## src/rtl/hs_link_pkg.sv

```systemverilog
`timescale 1ns/1ps
package hs_link_pkg;
  typedef enum logic [1:0] {TX_IDLE, TX_SETUP, TX_REQ, TX_REL} tx_state_e;
  typedef enum logic [0:0] {RX_IDLE, RX_ACK} rx_state_e;

  function automatic int unsigned cnt_width(int unsigned a, int unsigned b);
    int unsigned m;
    m = (a > b) ? a : b;
    return $clog2(m + 1) + 1;
  endfunction
endpackage

```

## src/rtl/hs_link_tx.sv

```systemverilog
`timescale 1ns/1ps
module hs_link_tx
  import hs_link_pkg::*;
#(
  parameter int DW        = 8,
  parameter int LW        = 3,
  parameter int SETUP_CYC = 3,
  parameter int HOLD_CYC  = 2
) (
  input  logic          clk_i,
  input  logic          rst_ni,
  input  logic          go_i,
  input  logic [LW-1:0] len_i,
  input  logic [DW-1:0] data_i,
  input  logic          ack_i,
  output logic          take_o,
  output logic          done_o,
  output logic          req_o,
  output logic          sess_o,
  output logic [DW-1:0] data_o
);
  localparam int CW = cnt_width(SETUP_CYC, HOLD_CYC);
  localparam logic [CW-1:0] SETUP_LAST = CW'(SETUP_CYC - 1);
  localparam logic [CW-1:0] HOLD_LAST  = CW'(HOLD_CYC - 1);

  tx_state_e     state_q;
  logic [CW-1:0] cnt_q;
  logic [LW-1:0] left_q;
  logic [DW-1:0] data_q;
  logic          req_q, sess_q, done_q;
  logic          start, next_word;

  assign start     = (state_q == TX_IDLE) && go_i && !ack_i;
  assign next_word = (state_q == TX_REL) && !ack_i && (left_q != '0);
  assign take_o    = start | next_word;

  always_ff @(posedge clk_i or negedge rst_ni) begin
    if (!rst_ni) begin
      state_q <= TX_IDLE;
      cnt_q   <= '0;
      left_q  <= '0;
      data_q  <= '0;
      req_q   <= 1'b0;
      sess_q  <= 1'b0;
      done_q  <= 1'b0;
    end else begin
      done_q <= 1'b0;
      case (state_q)
        TX_IDLE: if (start) begin
          data_q  <= data_i;
          left_q  <= len_i;
          sess_q  <= 1'b1;
          cnt_q   <= '0;
          state_q <= TX_SETUP;
        end
        TX_SETUP: begin
          if (cnt_q == SETUP_LAST) begin
            cnt_q   <= '0;
            req_q   <= 1'b1;
            state_q <= TX_REQ;
          end else begin
            cnt_q <= cnt_q + 1'b1;
          end
        end
        TX_REQ: if (ack_i) begin
          // count acknowledge-high cycles before releasing request
          if (cnt_q == HOLD_LAST) begin
            cnt_q   <= '0;
            req_q   <= 1'b0;
            state_q <= TX_REL;
          end else begin
            cnt_q <= cnt_q + 1'b1;
          end
        end
        TX_REL: if (!ack_i) begin
          if (left_q == '0) begin
            sess_q  <= 1'b0;
            done_q  <= 1'b1;
            state_q <= TX_IDLE;
          end else begin
            left_q  <= left_q - 1'b1;
            data_q  <= data_i;
            state_q <= TX_SETUP;
          end
        end
        default: state_q <= TX_IDLE;
      endcase
    end
  end

  assign req_o  = req_q;
  assign sess_o = sess_q;
  assign done_o = done_q;
  assign data_o = data_q;

  // gap trackers for the timing checks
  logic [CW-1:0] data_age_q, ack_hi_q;
  always_ff @(posedge clk_i or negedge rst_ni) begin
    if (!rst_ni) begin
      data_age_q <= '0;
      ack_hi_q   <= '0;
    end else begin
      if (take_o) data_age_q <= '0;
      else if (data_age_q != CW'(SETUP_CYC)) data_age_q <= data_age_q + 1'b1;
      if (!ack_i) ack_hi_q <= '0;
      else if (ack_hi_q != CW'(HOLD_CYC)) ack_hi_q <= ack_hi_q + 1'b1;
    end
  end

  p_req_rise_ack_low_r2: assert property (@(posedge clk_i) disable iff (!rst_ni)
    $rose(req_q) |-> !ack_i);
  p_req_fall_ack_high_r2: assert property (@(posedge clk_i) disable iff (!rst_ni)
    $fell(req_q) |-> ack_i);
  p_setup_gap_r3: assert property (@(posedge clk_i) disable iff (!rst_ni)
    $rose(req_q) |-> data_age_q >= CW'(SETUP_CYC));
  p_data_stable_r3: assert property (@(posedge clk_i) disable iff (!rst_ni)
    (req_q && !ack_i) |=> $stable(data_q));
  p_req_fall_gap_r5: assert property (@(posedge clk_i) disable iff (!rst_ni)
    $fell(req_q) |-> ack_hi_q >= CW'(HOLD_CYC));
  p_sess_covers_req_r6: assert property (@(posedge clk_i) disable iff (!rst_ni)
    req_q |-> sess_q);
  p_done_pulse_r9: assert property (@(posedge clk_i) disable iff (!rst_ni)
    done_q |=> !done_q);
endmodule

```

## src/rtl/hs_link_rx.sv

```systemverilog
`timescale 1ns/1ps
module hs_link_rx
  import hs_link_pkg::*;
#(
  parameter int DW        = 8,
  parameter int AW        = 4,
  parameter int HOLD_CYC  = 2,
  parameter int BASE_ADDR = 5
) (
  input  logic          clk_i,
  input  logic          rst_ni,
  input  logic          req_i,
  input  logic          sess_i,
  input  logic [DW-1:0] data_i,
  output logic          ack_o,
  output logic [DW-1:0] data_o,
  output logic [AW-1:0] addr_o,
  output logic          valid_o
);
  localparam int CW = cnt_width(HOLD_CYC, 1);
  localparam logic [CW-1:0] HOLD_LAST = CW'(HOLD_CYC - 1);
  localparam logic [AW-1:0] BASE      = AW'(BASE_ADDR);

  rx_state_e     state_q;
  logic [CW-1:0] cnt_q;
  logic          ack_q, valid_q, sess_q;
  logic [DW-1:0] data_q;
  logic [AW-1:0] addr_q, next_addr_q;

  always_ff @(posedge clk_i or negedge rst_ni) begin
    if (!rst_ni) begin
      state_q     <= RX_IDLE;
      cnt_q       <= '0;
      ack_q       <= 1'b0;
      valid_q     <= 1'b0;
      sess_q      <= 1'b0;
      data_q      <= '0;
      addr_q      <= '0;
      next_addr_q <= BASE;
    end else begin
      valid_q <= 1'b0;
      sess_q  <= sess_i;
      if (sess_i && !sess_q) next_addr_q <= BASE;
      case (state_q)
        RX_IDLE: begin
          if (!req_i) begin
            cnt_q <= '0;
          end else if (cnt_q == HOLD_LAST) begin
            cnt_q       <= '0;
            ack_q       <= 1'b1;
            valid_q     <= 1'b1;
            data_q      <= data_i;
            addr_q      <= next_addr_q;
            next_addr_q <= next_addr_q + 1'b1;
            state_q     <= RX_ACK;
          end else begin
            cnt_q <= cnt_q + 1'b1;
          end
        end
        RX_ACK: if (!req_i) begin
          ack_q   <= 1'b0;
          state_q <= RX_IDLE;
        end
        default: state_q <= RX_IDLE;
      endcase
    end
  end

  assign ack_o   = ack_q;
  assign data_o  = data_q;
  assign addr_o  = addr_q;
  assign valid_o = valid_q;

  logic [CW-1:0] req_hi_q;
  always_ff @(posedge clk_i or negedge rst_ni) begin
    if (!rst_ni)                       req_hi_q <= '0;
    else if (!req_i)                   req_hi_q <= '0;
    else if (req_hi_q != CW'(HOLD_CYC)) req_hi_q <= req_hi_q + 1'b1;
  end

  p_ack_rise_req_high_r2: assert property (@(posedge clk_i) disable iff (!rst_ni)
    $rose(ack_q) |-> req_i);
  p_ack_fall_req_low_r2: assert property (@(posedge clk_i) disable iff (!rst_ni)
    $fell(ack_q) |-> !req_i);
  p_ack_gap_r4: assert property (@(posedge clk_i) disable iff (!rst_ni)
    $rose(ack_q) |-> req_hi_q >= CW'(HOLD_CYC));
  p_valid_pulse_r7: assert property (@(posedge clk_i) disable iff (!rst_ni)
    valid_q |=> !valid_q);
endmodule

```

## src/rtl/hs_link_top.sv

```systemverilog
`timescale 1ns/1ps
module hs_link_top #(
  parameter int DW        = 8,
  parameter int AW        = 4,
  parameter int LW        = 3,
  parameter int SETUP_CYC = 3,
  parameter int HOLD_CYC  = 2,
  parameter int BASE_ADDR = 5
) (
  input  logic          clk_i,
  input  logic          rst_ni,
  input  logic          go_i,
  input  logic [LW-1:0] burst_len_i,
  input  logic [DW-1:0] data_i,
  output logic          take_o,
  output logic          done_o,
  output logic [DW-1:0] rx_data_o,
  output logic [AW-1:0] rx_addr_o,
  output logic          rx_valid_o,
  output logic          link_req_o,
  output logic          link_ack_o,
  output logic          link_sess_o,
  output logic [DW-1:0] link_data_o
);
  logic          req, ack, sess;
  logic [DW-1:0] ldata;

  hs_link_tx #(
    .DW(DW), .LW(LW), .SETUP_CYC(SETUP_CYC), .HOLD_CYC(HOLD_CYC)
  ) u_tx (
    .clk_i  (clk_i),
    .rst_ni (rst_ni),
    .go_i   (go_i),
    .len_i  (burst_len_i),
    .data_i (data_i),
    .ack_i  (ack),
    .take_o (take_o),
    .done_o (done_o),
    .req_o  (req),
    .sess_o (sess),
    .data_o (ldata)
  );

  hs_link_rx #(
    .DW(DW), .AW(AW), .HOLD_CYC(HOLD_CYC), .BASE_ADDR(BASE_ADDR)
  ) u_rx (
    .clk_i   (clk_i),
    .rst_ni  (rst_ni),
    .req_i   (req),
    .sess_i  (sess),
    .data_i  (ldata),
    .ack_o   (ack),
    .data_o  (rx_data_o),
    .addr_o  (rx_addr_o),
    .valid_o (rx_valid_o)
  );

  assign link_req_o  = req;
  assign link_ack_o  = ack;
  assign link_sess_o = sess;
  assign link_data_o = ldata;
endmodule

```

## config.mk

```make
export PLATFORM = sky130hd
export DESIGN_NAME = hs_link_top
export DESIGN_NICKNAME = d
export VERILOG_FILES = /design/src/rtl/hs_link_pkg.sv /design/src/rtl/hs_link_tx.sv /design/src/rtl/hs_link_rx.sv /design/src/rtl/hs_link_top.sv
export SDC_FILE = /design/constraint.sdc
export NUM_CORES = 1
export LEC_CHECK = 0
export ABC_AREA = 1
export BUFFER_PORTS_ARGS = -buffer_cell sky130_fd_sc_hd__buf_2
export CAP_MARGIN = 20
export CELL_PAD_IN_SITES_DETAIL_PLACEMENT = 0
export CELL_PAD_IN_SITES_GLOBAL_PLACEMENT = 2
export CORE_ASPECT_RATIO = 1.25
export CORE_MARGIN = 2
export CORE_UTILIZATION = 32
export DETAILED_ROUTE_END_ITERATION = 10
export PLACE_DENSITY = 0.8
export SETUP_SLACK_MARGIN = 0.02
export SYNTH_ARGS = -nofsm -noshare
export SYNTH_HDL_FRONTEND = slang
export SYNTH_SLANG_ARGS = --single-unit
```

## constraint.sdc

```tcl
create_clock -name clk_i -period 1.6 [get_ports clk_i]
set_input_delay 0.16 -clock clk_i [delete_from_list [all_inputs] [get_ports clk_i]]
set_output_delay 0.16 -clock clk_i [all_outputs]
set_load 0.01 [all_outputs]
```

* Word level (Yosys, flattened, before mapping)
Index checks and enable logic that the tools add are counted.
** Word-level totals
- Flip-flop bits (word level) :: 42
- Bits of input ports :: 14
- Output and inout bits :: 26
- Logic and storage cells :: 103
** Cells by class
- $add $sub $neg :: 4
- Equality and inequality tests :: 16
- Multiplexer cells :: 46
- Bitwise gates (word level) :: 2
- Reductions and logical operators :: 20
** Operator list (number)
- 2-to-1 mux 3 bit :: 9
- 2-to-1 mux 8 bit :: 3
- 2-to-1 mux 1 bit :: 17
- 2-to-1 mux 4 bit :: 4
- one-hot mux 8 bit (2 select lines) :: 1
- AND reduction 4 bit :: 3
- 2-to-1 mux 2 bit :: 5
- inequality test 2 x 1 -> 1 bit (second input constant) :: 5
- inequality test 2 bit (second input constant) :: 5
- one-hot mux 3 bit (3 select lines) :: 1
- AND reduction 3 bit :: 3
- one-hot mux 1 bit (2 select lines) :: 4
- one-hot mux 2 bit (4 select lines) :: 1
- adder 3 x 1 -> 3 bit (second input constant) :: 2
- equality test 3 x 1 -> 1 bit (second input constant) :: 2
- one-hot mux 3 bit (2 select lines) :: 1
- nonzero test 3 bit :: 2
- logical AND 1 bit :: 5
- AND reduction 5 bit :: 1
- adder 4 x 1 -> 4 bit (second input constant) :: 1
- equality test 2 bit (second input constant) :: 2
- nonzero test 2 bit :: 2
- equality test 3 x 2 -> 1 bit (second input constant) :: 1
- zero test 3 bit :: 1
- 6 further kinds :: 7

* Longest topological paths before layout
Gate-level depths: netlist of the first run.
- Depth after elaboration :: 6
- Mapped depth :: 10
- Depth with buffers taken out :: 10

* By module
A second synthesis of the first run with hierarchy kept.
** Second synthesis, totals
- Cell total of the unflattened synthesis :: 250
- Area, all modules :: 2165.8 µm²
** By module, submodules not included
- hs_link_tx :: instances 1, cells an instance 139, area an instance 1134.8 µm², sequential area each 475.5 µm²
- hs_link_rx :: instances 1, cells an instance 111, area an instance 1031.0 µm², sequential area each 578.1 µm²

* Worst setup path after synthesis of the first run
Ideal clock, no wire load.
- Path kind :: register to register
- Start :: register u_tx.state_q[0]
- End :: register u_tx.data_q[2], in the netlist u_tx.data_o[2]
- Setup time :: 117 ps
- Arrival time :: 1305 ps
- Data required time :: 1483 ps
- Setup slack :: 179 ps
- Cell stages (with the launch flop) :: 10
- Path buffers :: 0
- Clock period less this slack :: 1421 ps
- Path through :: dfrtp_1 inv_1 ha_1 nor2_1 inv_1 nand2_2 nor2_8 inv_1 nand2_1 nand2_1
** Between the ends
- Word-level cells in the longest chain between the ends :: 5
- Elaborated cells between the ends (all ways) :: 10
- Classes of those cells :: 4 x eq/ne; 1 x mux; 5 x reduce/logical
** RTL lines
- start: declaration :: line hs_link_tx.sv:26 : tx_state_e state_q;
- start signal: assignment :: line hs_link_tx.sv:39 : state_q <= TX_IDLE;
- start signal: assignment :: line hs_link_tx.sv:54 : state_q <= TX_SETUP;
- start signal: assignment :: line hs_link_tx.sv:60 : state_q <= TX_REQ;
- zero test 2 bit :: line hs_link_tx.sv:33, hs_link_tx.sv:48
- logical AND 1 bit (2 in a row) :: line hs_link_tx.sv:33 : assign start = (state_q == TX_IDLE) && go_i && !ack_i;
- inequality test 2 x 1 -> 1 bit (no line)
- AND reduction 4 bit (no line)
- end signal: assignment :: line hs_link_tx.sv:50 : data_q <= data_i;
- end signal: assignment :: line hs_link_tx.sv:82 : data_q <= data_i;
- end: declaration :: line hs_link_tx.sv:29 : logic [DW-1:0] data_q;
Parallel ways exist; a longest one is shown, timed or not.
A chain may end at the register's enable or synchronous reset.

* Worst setup path in the final report of the first run
- Start :: register u_tx.state_q[0]
- End :: output port take_o
** Between the ends
- Word-level cells in the longest chain between the ends :: 4
- Elaborated cells between the ends (all ways) :: 7
- Classes of those cells :: 1 x eq/ne; 1 x bitwise; 5 x reduce/logical
** RTL lines
- equality test 2 bit / zero test 2 bit (equally long branches) :: line hs_link_tx.sv:34, hs_link_tx.sv:33
- logical AND 1 bit (on tied branches) (2 in a row) :: line hs_link_tx.sv:34, hs_link_tx.sv:33
- OR 1 bit (*) :: line hs_link_tx.sv:35 : assign take_o = start | next_word;
- end: declaration :: line hs_link_top.sv:15 : output logic take_o,
Mark *: on every way between the ends. The rest lies on a longest branch, timed or not.

==> flow_metrics.py, run 1 <==
metrics = {
    "synthesis": {
        "ys_top_cells_by_count": "98 x nand2_1, 40 x dfrtp_1, 26 x inv_1",
        "synth.area.top_cells": "dfrtp_1 48%, nand2_1 18%, ha_1 4.8%, inv_1 4.7%, nand3_1 3.1%",
        "syn_inst": 247,
        "yosys_warnings": 0,
        "post-synth-top-area-fraction": 0.479,
        "ys_ff_latch": 42,
        "synth-edff-count": 0,
        "synth_ff_type": "dfrtp_1",
        "synth_cell_types": 24,
        "yosysMostFrequentCell": "nand2_1",
        "synthArstFlopShare": 1.00,
        "syn_area_per_cell_um2": 8.46,
        "syn_area_um2": 2090,
        "synth-seq-area-share": 0.504,
        "postSynthNetCount": 269,
        "yosys.area.top_type": "dfrtp_1",
    },
    "detailed_routing": {
        "ant_nets": 0,
        "num_vias": 1676,
        "wl_per_cell_um": 11.2,
        "drc": 0,
        "first_pass_iters": 4,
        "viasPerCell": 4.35,
        "wl_um": 4300,
        "drt_iter0_drc": 59,
    },
    "clock_network": {
        "cts_tree": "done",
        "clk_pin_slew_worst_paths_ns": 0.09,
        "cts_buffers": 5,
        "htreeDepth": 2,
        "clkLatencyLatePin_ns": 0.30,
        "clock_sinks": 42,
        "clock_path_buffers": 2,
        "ctsRootBufferMaster": "clkbuf_8",
    },
    "floorplanning": {
        "chipWidth_um": 76.3,
        "ios": 40,
        "dieArea_um2": 7200,
        "core-area_um2": 6250,
        "initial_utilization": 0.335,
        "die-height_um": 94.3,
        "num_rows": 32,
    },
    "final_layout": {
        "nNetsFinal": 321,
        "drive_gt1_frac": 0.290,
        "multiInputGateArea_um2": 893,
        "seqCellArea_um2": 1060,
        "diodes": 0,
        "nFillCells": 678,
        "syn_to_final_growth_pct": 23.4,
    },
    "global_routing": {
        "antenna_found_initial": 0,
        "grtUsageMet3": 0.0277,
        "grt_usage": 0.129,
        "grt_first_pass_wirelength_um": 7270,
        "use_met2": 0.222,
        "grt_pass1_vias": 1568,
        "grt.busiest_layer": "met2",
        "gr-usage-met1": 0.158,
        "grt_max_degree": 22,
        "overflow": 0,
    },
    "run_status": {
        "outcome": "completed",
    },
    "worst_setup_path": {
        "start_kind": "flop",
        "path_class": "flop to output port",
        "crit_fanout": 4,
        "required_ns": 1.44,
        "critical_path_arrival_ns": 1.35,
        "setup.worst_path.end_class": "output port",
    },
    "flow_run": {
        "maxCapViolations": 0,
    },
    "sta": {
        "rsz0062_at_grt": "yes",
        "relSlewSlack": 0.791,
        "setup-tns-final_ns": 0,
        "period_needed_ns": 1.51,
        "setup-violations-final": 0,
        "skew_ns": 0.00779,
        "fmax_mhz": 664,
        "worst_pin_slew_ns": 0.313,
        "fin_crit_sh": 0.942,
        "slew_violations": 0,
        "hold_viol_final": 0,
    },
    "power": {
        "vdd_drop_max_v": 0.000300,
        "power_mw": 2.08,
        "p_leak_nw": 1.36,
        "p_per_area_nw_per_um2": 806,
    },
    "place": {
        "dp_hpwl_um": 3220,
        "gp_congestion": 0.749,
        "port_buffers": 39,
    },
    "worst_hold_path": {
        "hold_path.class": "input pin to flop",
    },
}
## layout by cell type (no fill, tap or decap)
master / n
clkbuf_8: 5
buf_12: 1
clkinvlp_4: 1
nand3_1: 13
nand3b_1: 1
ha_1: 5
nand3_2: 1
nor2_8: 1
nand2_2: 4
o21ai_2: 4
inv_4: 1
ha_2: 1
buf_2: 39
o21ai_0: 12
or2_2: 2
buf_4: 9
o22ai_1: 1
inv_2: 5
xor2_1: 2
nand4_1: 2
dfrtp_1: 38
nor2_1: 8
a21oi_2: 1
bufinv_16: 1
inv_1: 23
nand2_4: 2
o21bai_1: 3
a21oi_1: 6
nor2_2: 2
dlygate4sd3_1: 1
dfrtp_2: 2
inv_8: 1
nand2_1: 98
ha_4: 2
dfstp_2: 2
## metrics by stage
step / cell area [um2] / hold slack, ns / worst slack, ns / utilization / std cells
finish: 2580 / 0.0557 / 0.0933 / 0.413 / 385
CTS: 2560 / 0.0526 / 0.0275 / 0.409 / 385
floorplan: 2090 / -0.136 / 0.179 / - / 247
global placement: 2400 / 0.0722 / 0.126 / 0.384 / 374
global route: 2580 / 0.0608 / -0.00388 / 0.413 / 385
detailed placement: 2400 / 0.0737 / 0.0992 / 0.384 / 374
## registers in the layout (all words and copies together), names as in the netlist, 2 cells and up
| name | cells |
|---|---|
| u_tx.data_o | 8 |
| u_rx.addr_o | 4 |
| u_tx.cnt_q | 3 |
| u_rx.next_addr_q | 4 |
| u_rx.data_o | 8 |
| u_rx.cnt_q | 3 |
| u_tx.state_q | 2 |
| u_tx.left_q | 3 |
## where the power goes
| group | leakage (nW) | total, mW | internal, mW | switching [mW] |
|---|---|---|---|---|
| combinational | 0.779 | 0.102 | 0.0444 | 0.0581 |
| clock | 0.0563 | 0.881 | 0.476 | 0.406 |
| sequential | 0.521 | 1.09 | 1.08 | 0.0135 |
| total | 1.36 | 2.08 | 1.60 | 0.477 |
## per-layer routing
metal,share of wire,vias up
met5,0,-
met4,0.014,0
met3,0.036,8
met1,0.46,761
met2,0.49,36
li1,-,871
## worst max-delay path, stage by stage (launching register included)
cell     delay, ns
dfrtp_2       0.47
inv_4         0.09
ha_4          0.16
nand2_1       0.07
a21oi_2       0.13
buf_2         0.14
## cells by family (layout without fill, tap and decap cells)
group / after synthesis / after routing / share of synthesized area
adders and majority gates: 8 / 8 / 0.0479
and+or+nand+nor: 134 / 134 / 0.280
AOI/OAI and AO/OA: 27 / 27 / 0.0760
DFF: 42 / 42 / 0.504
buffers and inverters: 34 / 87 / 0.0832
xor gates and xnor gates: 2 / 2 / 0.00838
## repair_timing
item	in CTS	in global routing
buffers inserted	2	0
pin swaps	1	0
gates resized for setup	3	9
hold endpoints to repair	10	0
hold buffers	1	0
endpoints found under the setup margin	1	6
## area by class of cell
| type | instances | share of cell area |
|---|---|---|
| clock buffer | 5 | 0.0267 |
| inverter | 29 | 0.0432 |
| timing repair buffer | 50 | 0.114 |
| tap | 85 | 0.0413 |
| sequential | 42 | 0.410 |
| clock inverter | 3 | 0.0189 |
| multi-input combinational | 171 | 0.347 |
## worst paths after layout
path | end | start | slack (ns) | depth (start not counted)
setup / recovery | take_o | u_tx.state_q[0] | 0.09 | 5
hold / removal | u_tx.data_o[7] | data_i[7] | 0.06 | 3
setup reg to reg | u_tx.cnt_q[0] | u_tx.state_q[0] | 0.18 | 7
hold reg to reg | u_rx.sess_q | u_tx.sess_o | 0.46 | 0
max in group asynchronous | u_rx.next_addr_q[2] | rst_ni | 0.79 | 3
min in group asynchronous | u_tx.cnt_q[1] | rst_ni | 0.27 | 2
No activity file was read; power rests on OpenSTA's default activity.
==> run 2: changes to the inputs <==
Settings changed: BUFFER_PORTS_ARGS -buffer_cell sky130_fd_sc_hd__buf_2 to not set, CORE_UTILIZATION 32 to 37, DONT_BUFFER_PORTS set to 1.
==> run 2 against run 1 <==
- non-clock buffer count shrank 34
- maximum frequency rose by 3.1%
- sequential share of layout area is 2.8 points higher
- combinational power is 32% lower
==> flow_metrics.py, run 2 (synthesis results as in run 1) <==
metrics = {
    "worst_setup_path": {
        "regToRegSetupSlack_ns": 0.14,
        "setup.worst_path.end_class": "flop",
        "r2r_cells": 8,
        "reg2reg_to": "u_tx.data_o[4]",
        "start_kind": "flop",
        "required_ns": 1.79,
        "path_class": "flop to flop",
        "r2r_start": "u_tx.state_q[0]",
        "critical_path_arrival_ns": 1.65,
        "crit_fanout": 8,
    },
    "sta": {
        "fmax_mhz": 685,
        "setup-violations-final": 0,
        "hold_viol_final": 0,
        "period_needed_ns": 1.46,
        "skew_ns": 0.00477,
        "relSlewSlack": 0.755,
        "slew_violations": 0,
        "fin_crit_sh": 0.913,
        "worst_pin_slew_ns": 0.368,
        "setup-tns-final_ns": 0,
        "rsz0062_at_grt": "no",
    },
    "global_routing": {
        "overflow": 0,
        "grt_pass1_vias": 1470,
        "antenna_found_initial": 0,
        "grt_usage": 0.138,
        "grt_max_degree": 43,
        "grt_first_pass_wirelength_um": 6780,
    },
    "detailed_routing": {
        "first_pass_iters": 4,
        "num_vias": 1528,
        "drt_iter0_drc": 117,
        "ant_nets": 0,
        "wl_um": 4070,
        "drc": 0,
        "wl_per_cell_um": 12.3,
        "viasPerCell": 4.63,
    },
    "power": {
        "power_mw": 1.89,
        "p_per_area_nw_per_um2": 784,
        "vdd_drop_max_v": 0.000317,
        "p_leak_nw": 1.21,
    },
    "floorplanning": {
        "initial_utilization": 0.384,
        "die-height_um": 88.0,
        "ios": 40,
        "num_rows": 30,
        "chipWidth_um": 71.2,
        "dieArea_um2": 6270,
        "core-area_um2": 5440,
    },
    "clock_network": {
        "clock_path_buffers": 2,
        "clkLatencyLatePin_ns": 0.29,
        "htreeDepth": 2,
        "cts_buffers": 5,
        "ctsRootBufferMaster": "clkbuf_8",
        "clock_sinks": 42,
        "cts_tree": "done",
        "clk_pin_slew_worst_paths_ns": 0.08,
    },
    "final_layout": {
        "final_common_cell": "nand2_1",
        "drive_gt1_frac": 0.162,
        "syn_to_final_growth_pct": 15.1,
        "final_core_util": 0.442,
        "nNetsFinal": 287,
        "diodes": 0,
        "most-common-layout-cells": "96 x nand2_1, 40 x dfrtp_1, 25 x inv_1, 13 x nand3_1, 12 x o21ai_0",
    },
    "place": {
        "gp_congestion": 0.805,
        "dp_hpwl_um": 3000,
        "port_buffers": 0,
    },
    "worst_hold_path": {
        "min_to": "u_tx.sess_o",
        "holdPathStages": 2,
        "hp-start": "go_i",
        "hold_path.class": "input pin to flop",
    },
    "run_status": {
        "outcome": "completed",
    },
    "flow_run": {
        "maxCapViolations": 0,
    },
}
-- run 2: metrics by stage --
step	instance area, um2	cells	setup slack [ns]	hold slack [ns]
6_report	2410	330	0.139	0.0286
5_1_grt	2410	330	0.0225	0.0207
4_1_cts	2370	330	0.0395	0.0174
3_5_place_dp	2160	312	0.0626	-0.135
3_3_place_gp	2160	312	0.107	-0.135
2_1_floorplan	2090	247	0.179	-0.136
-- run 2: per-layer routing --
layer	track usage	routed length, um	up-vias
met5	0	0	-
met4	0.0412	19	0
met3	0.0518	221	2
met2	0.221	2000	28
met1	0.174	1830	702
li1	-	-	796
-- run 2: worst max-delay path: stages, from the launching register on --
cell	delay (ns)
dfrtp_1	0.41
ha_2	0.29
nor2_1	0.07
inv_1	0.08
nand2_2	0.09
nor2_8	0.15
inv_1	0.13
nand2_1	0.09
nand2_1	0.05
-- run 2: worst max path at each step --
stage	startpoint	slack, ns	endpoint	depth (start not counted)
final	u_tx.state_q[0]	0.14	u_tx.data_o[4]	8
after global routing	u_tx.state_q[1]	0.02	u_tx.data_o[5]	8
after CTS	u_tx.state_q[0]	0.04	take_o	4
after detailed placement	u_tx.state_q[0]	0.06	u_tx.data_o[3]	9
after global placement	u_tx.state_q[1]	0.11	u_tx.data_o[4]	8
after floorplan	u_tx.state_q[0]	0.18	u_tx.data_o[2]	9
-- run 2: where the power goes --
part / internal (mW) / leakage (nW) / switching [mW] / total [mW]
Sequential: 1.08 / 0.523 / 0.0261 / 1.11
Clock: 0.347 / 0.0472 / 0.363 / 0.710
Combinational: 0.0314 / 0.642 / 0.0376 / 0.0691
Total: 1.46 / 1.21 / 0.427 / 1.89
-- run 2: cell type report --
| type | count | area [um2] |
|---|---|---|
| inverters | 29 | 109 |
| multi-input cells | 171 | 901 |
| fillers | 547 | 3040 |
| repair buffers | 16 | 168 |
| well taps | 64 | 80.1 |
| clock buffers | 6 | 82.6 |
| flip-flops and latches | 42 | 1050 |
| clock inverters | 2 | 12.5 |
-- run 2: repair_timing --
action	in CTS	in global routing
resized for setup	1	9
buffers inserted	0	0
pin swaps	0	1
hold buffers	10	0
endpoints found under the setup margin	1	14
endpoints found under the hold margin	50	0
==> run 3: changes to the inputs <==
--- a/config.mk
+++ b/config.mk
@@ -12,3 +12,3 @@
 export CORE_ASPECT_RATIO = 1.25
-export CORE_MARGIN = 2
+export CORE_MARGIN = 4
 export CORE_UTILIZATION = 37
==> constraint.sdc (replaced) <==
create_clock -name clk_i -period 1.6 [get_ports clk_i]
set_input_delay 0 -clock clk_i [delete_from_list [all_inputs] [get_ports clk_i]]
set_output_delay 0 -clock clk_i [all_outputs]
set_load 0.01 [all_outputs]
==> run 3 against run 2 <==
- flip-flop and latch count is the same
- clock-buffer cell count is 1 lower
- sequential power about the same
- clock power is 16% higher
- non-clock buffer count rose by 4
- power rose by 6.6%
- critical endpoint unchanged
==> flow_metrics.py, run 3 (synthesis results as in run 1) <==
metrics = {
    "place": {
        "placed_area_um2": 2150,
        "port_buffers": 0,
        "place_ws_ns": 0.0824,
        "gp_congestion": 0.757,
        "dp_hpwl_um": 2970,
        "place_inst": 312,
    },
    "final_layout": {
        "final_core_util": 0.451,
        "drive_gt1_frac": 0.167,
        "diodes": 0,
        "stdcell_count": 334,
        "most-common-layout-cells": "98 x nand2_1, 38 x dfrtp_1, 23 x inv_1, 13 x nand3_1, 13 x dlygate4sd3_1",
        "final_common_cell": "nand2_1",
        "design_area_um2": 2450,
        "syn_to_final_growth_pct": 17.4,
        "nNetsFinal": 291,
    },
    "power": {
        "p_leak_nw": 1.23,
        "power_mw": 2.01,
        "vdd_drop_max_v": 0.000454,
        "p_per_area_nw_per_um2": 820,
    },
    "detailed_routing": {
        "wl_per_cell_um": 12.4,
        "wl_um": 4140,
        "drc": 0,
        "ant_nets": 0,
        "num_vias": 1555,
        "viasPerCell": 4.66,
        "first_pass_iters": 4,
        "drt_iter0_drc": 73,
    },
    "clock_network": {
        "cts_buffers": 5,
        "clock_path_buffers": 2,
        "clock_sinks": 42,
        "post_cts_buffers": 0,
        "htreeDepth": 2,
        "ctsRootBufferMaster": "clkbuf_8",
        "clkLatencyLatePin_ns": 0.29,
        "cts_tree": "done",
        "clk_pin_slew_worst_paths_ns": 0.08,
    },
    "floorplanning": {
        "initial_utilization": 0.384,
        "num_rows": 30,
        "dieArea_um2": 6920,
        "ios": 40,
        "die-height_um": 92.0,
        "core-area_um2": 5440,
        "chipWidth_um": 75.2,
    },
    "run_status": {
        "outcome": "completed",
    },
    "global_routing": {
        "grtUsageMet3": 0.0362,
        "grt_first_pass_wirelength_um": 7060,
        "grt_max_degree": 43,
        "grt.busiest_layer": "met2",
        "use_met2": 0.205,
        "grt_usage": 0.129,
        "overflow": 0,
        "gr-usage-met1": 0.163,
        "antenna_found_initial": 0,
        "grt_pass1_vias": 1585,
    },
    "worst_setup_path": {
        "reg2reg_to": "u_tx.data_o[4]",
        "setup.worst_path.end_class": "flop",
        "crit_fanout": 6,
        "startpoint": "u_tx.state_q[0]",
        "r2r_cells": 9,
        "r2r_start": "u_tx.state_q[0]",
        "start_kind": "flop",
        "crit_end": "u_tx.data_o[4]",
        "path_class": "flop to flop",
        "required_ns": 1.79,
        "regToRegSetupSlack_ns": 0.14,
        "critical_path_arrival_ns": 1.65,
    },
    "worst_hold_path": {
        "hold_path.class": "input pin to flop",
    },
    "sta": {
        "hold_viol_final": 0,
        "period_needed_ns": 1.46,
        "rsz0062_at_grt": "yes",
        "slew_violations": 0,
        "worst_pin_slew_ns": 0.308,
        "worst_slack_ns": 0.144,
        "fin_crit_sh": 0.910,
        "setup-violations-final": 0,
        "relSlewSlack": 0.795,
        "skew_ns": 0.00593,
        "fmax_mhz": 687,
    },
    "flow_run": {
        "maxCapViolations": 0,
    },
}
## run 3: cell types whose count changed in the layout (fill, tap and decap cells not counted), sizes merged
cell / delta
inv: -1
clkinv: +1
clkbuf: -1
bufinv: +1
dlygate4sd3: +4
## run 3: how the worst min path moves through the flow
stage | start | endpoint | depth (start not counted) | slack, ns
after floorplan | rst_ni | u_rx.ack_o | 0 | -0.30
after global placement | rst_ni | u_rx.addr_o[3] | 0 | -0.29
after detailed placement | rst_ni | u_rx.addr_o[3] | 0 | -0.29
after CTS | go_i | u_tx.sess_o | 5 | 0.07
after global routing | go_i | u_tx.data_o[2] | 6 | 0.12
final | go_i | u_tx.sess_o | 5 | 0.08
## run 3: report_power, final
group,internal [mW],switching [mW]
registers,1.08,0.0261
logic,0.0397,0.0396
clock network,0.459,0.365
## run 3: area by class of cell
class,count,area (um2)
fill,578,2990
inverter,29,113
multi-input combinational,171,892
clock buffer,5,68.8
timing repair buffer,20,203
tap,64,80.1
sequential,42,1060
clock inverter,3,40.0
## run 3: worst max-delay path, stage by stage, from the launching register on
cell        delay [ns]
dfrtp_2           0.45
inv_2             0.12
ha_4              0.18
nor2_1            0.04
inv_1             0.07
nand2_2           0.09
nor2_8            0.12
clkinvlp_4        0.15
nand2_1           0.09
nand2_1           0.05
## run 3: routing by layer
metal / share of wire / vias to the layer above
li1: - / 815
met1: 0.44 / 705
met2: 0.48 / 28
met3: 0.059 / 7
met4: 0.019 / 0
met5: 0 / -
## run 3: repair_timing
item / CTS / global route
hold endpoints to repair: 54 / 0
endpoints found under the setup margin: 0 / 14
hold buffers: 14 / 0
gates resized for setup: 0 / 11
## run 3: per-stage QoR
stage / hold slack (ns) / setup TNS, ns
floorplan: -0.296 / 0
global placement: -0.294 / 0
detailed placement: -0.294 / 0
CTS: 0.0723 / 0
global route: 0.117 / -0.0112
finish: 0.0801 / 0
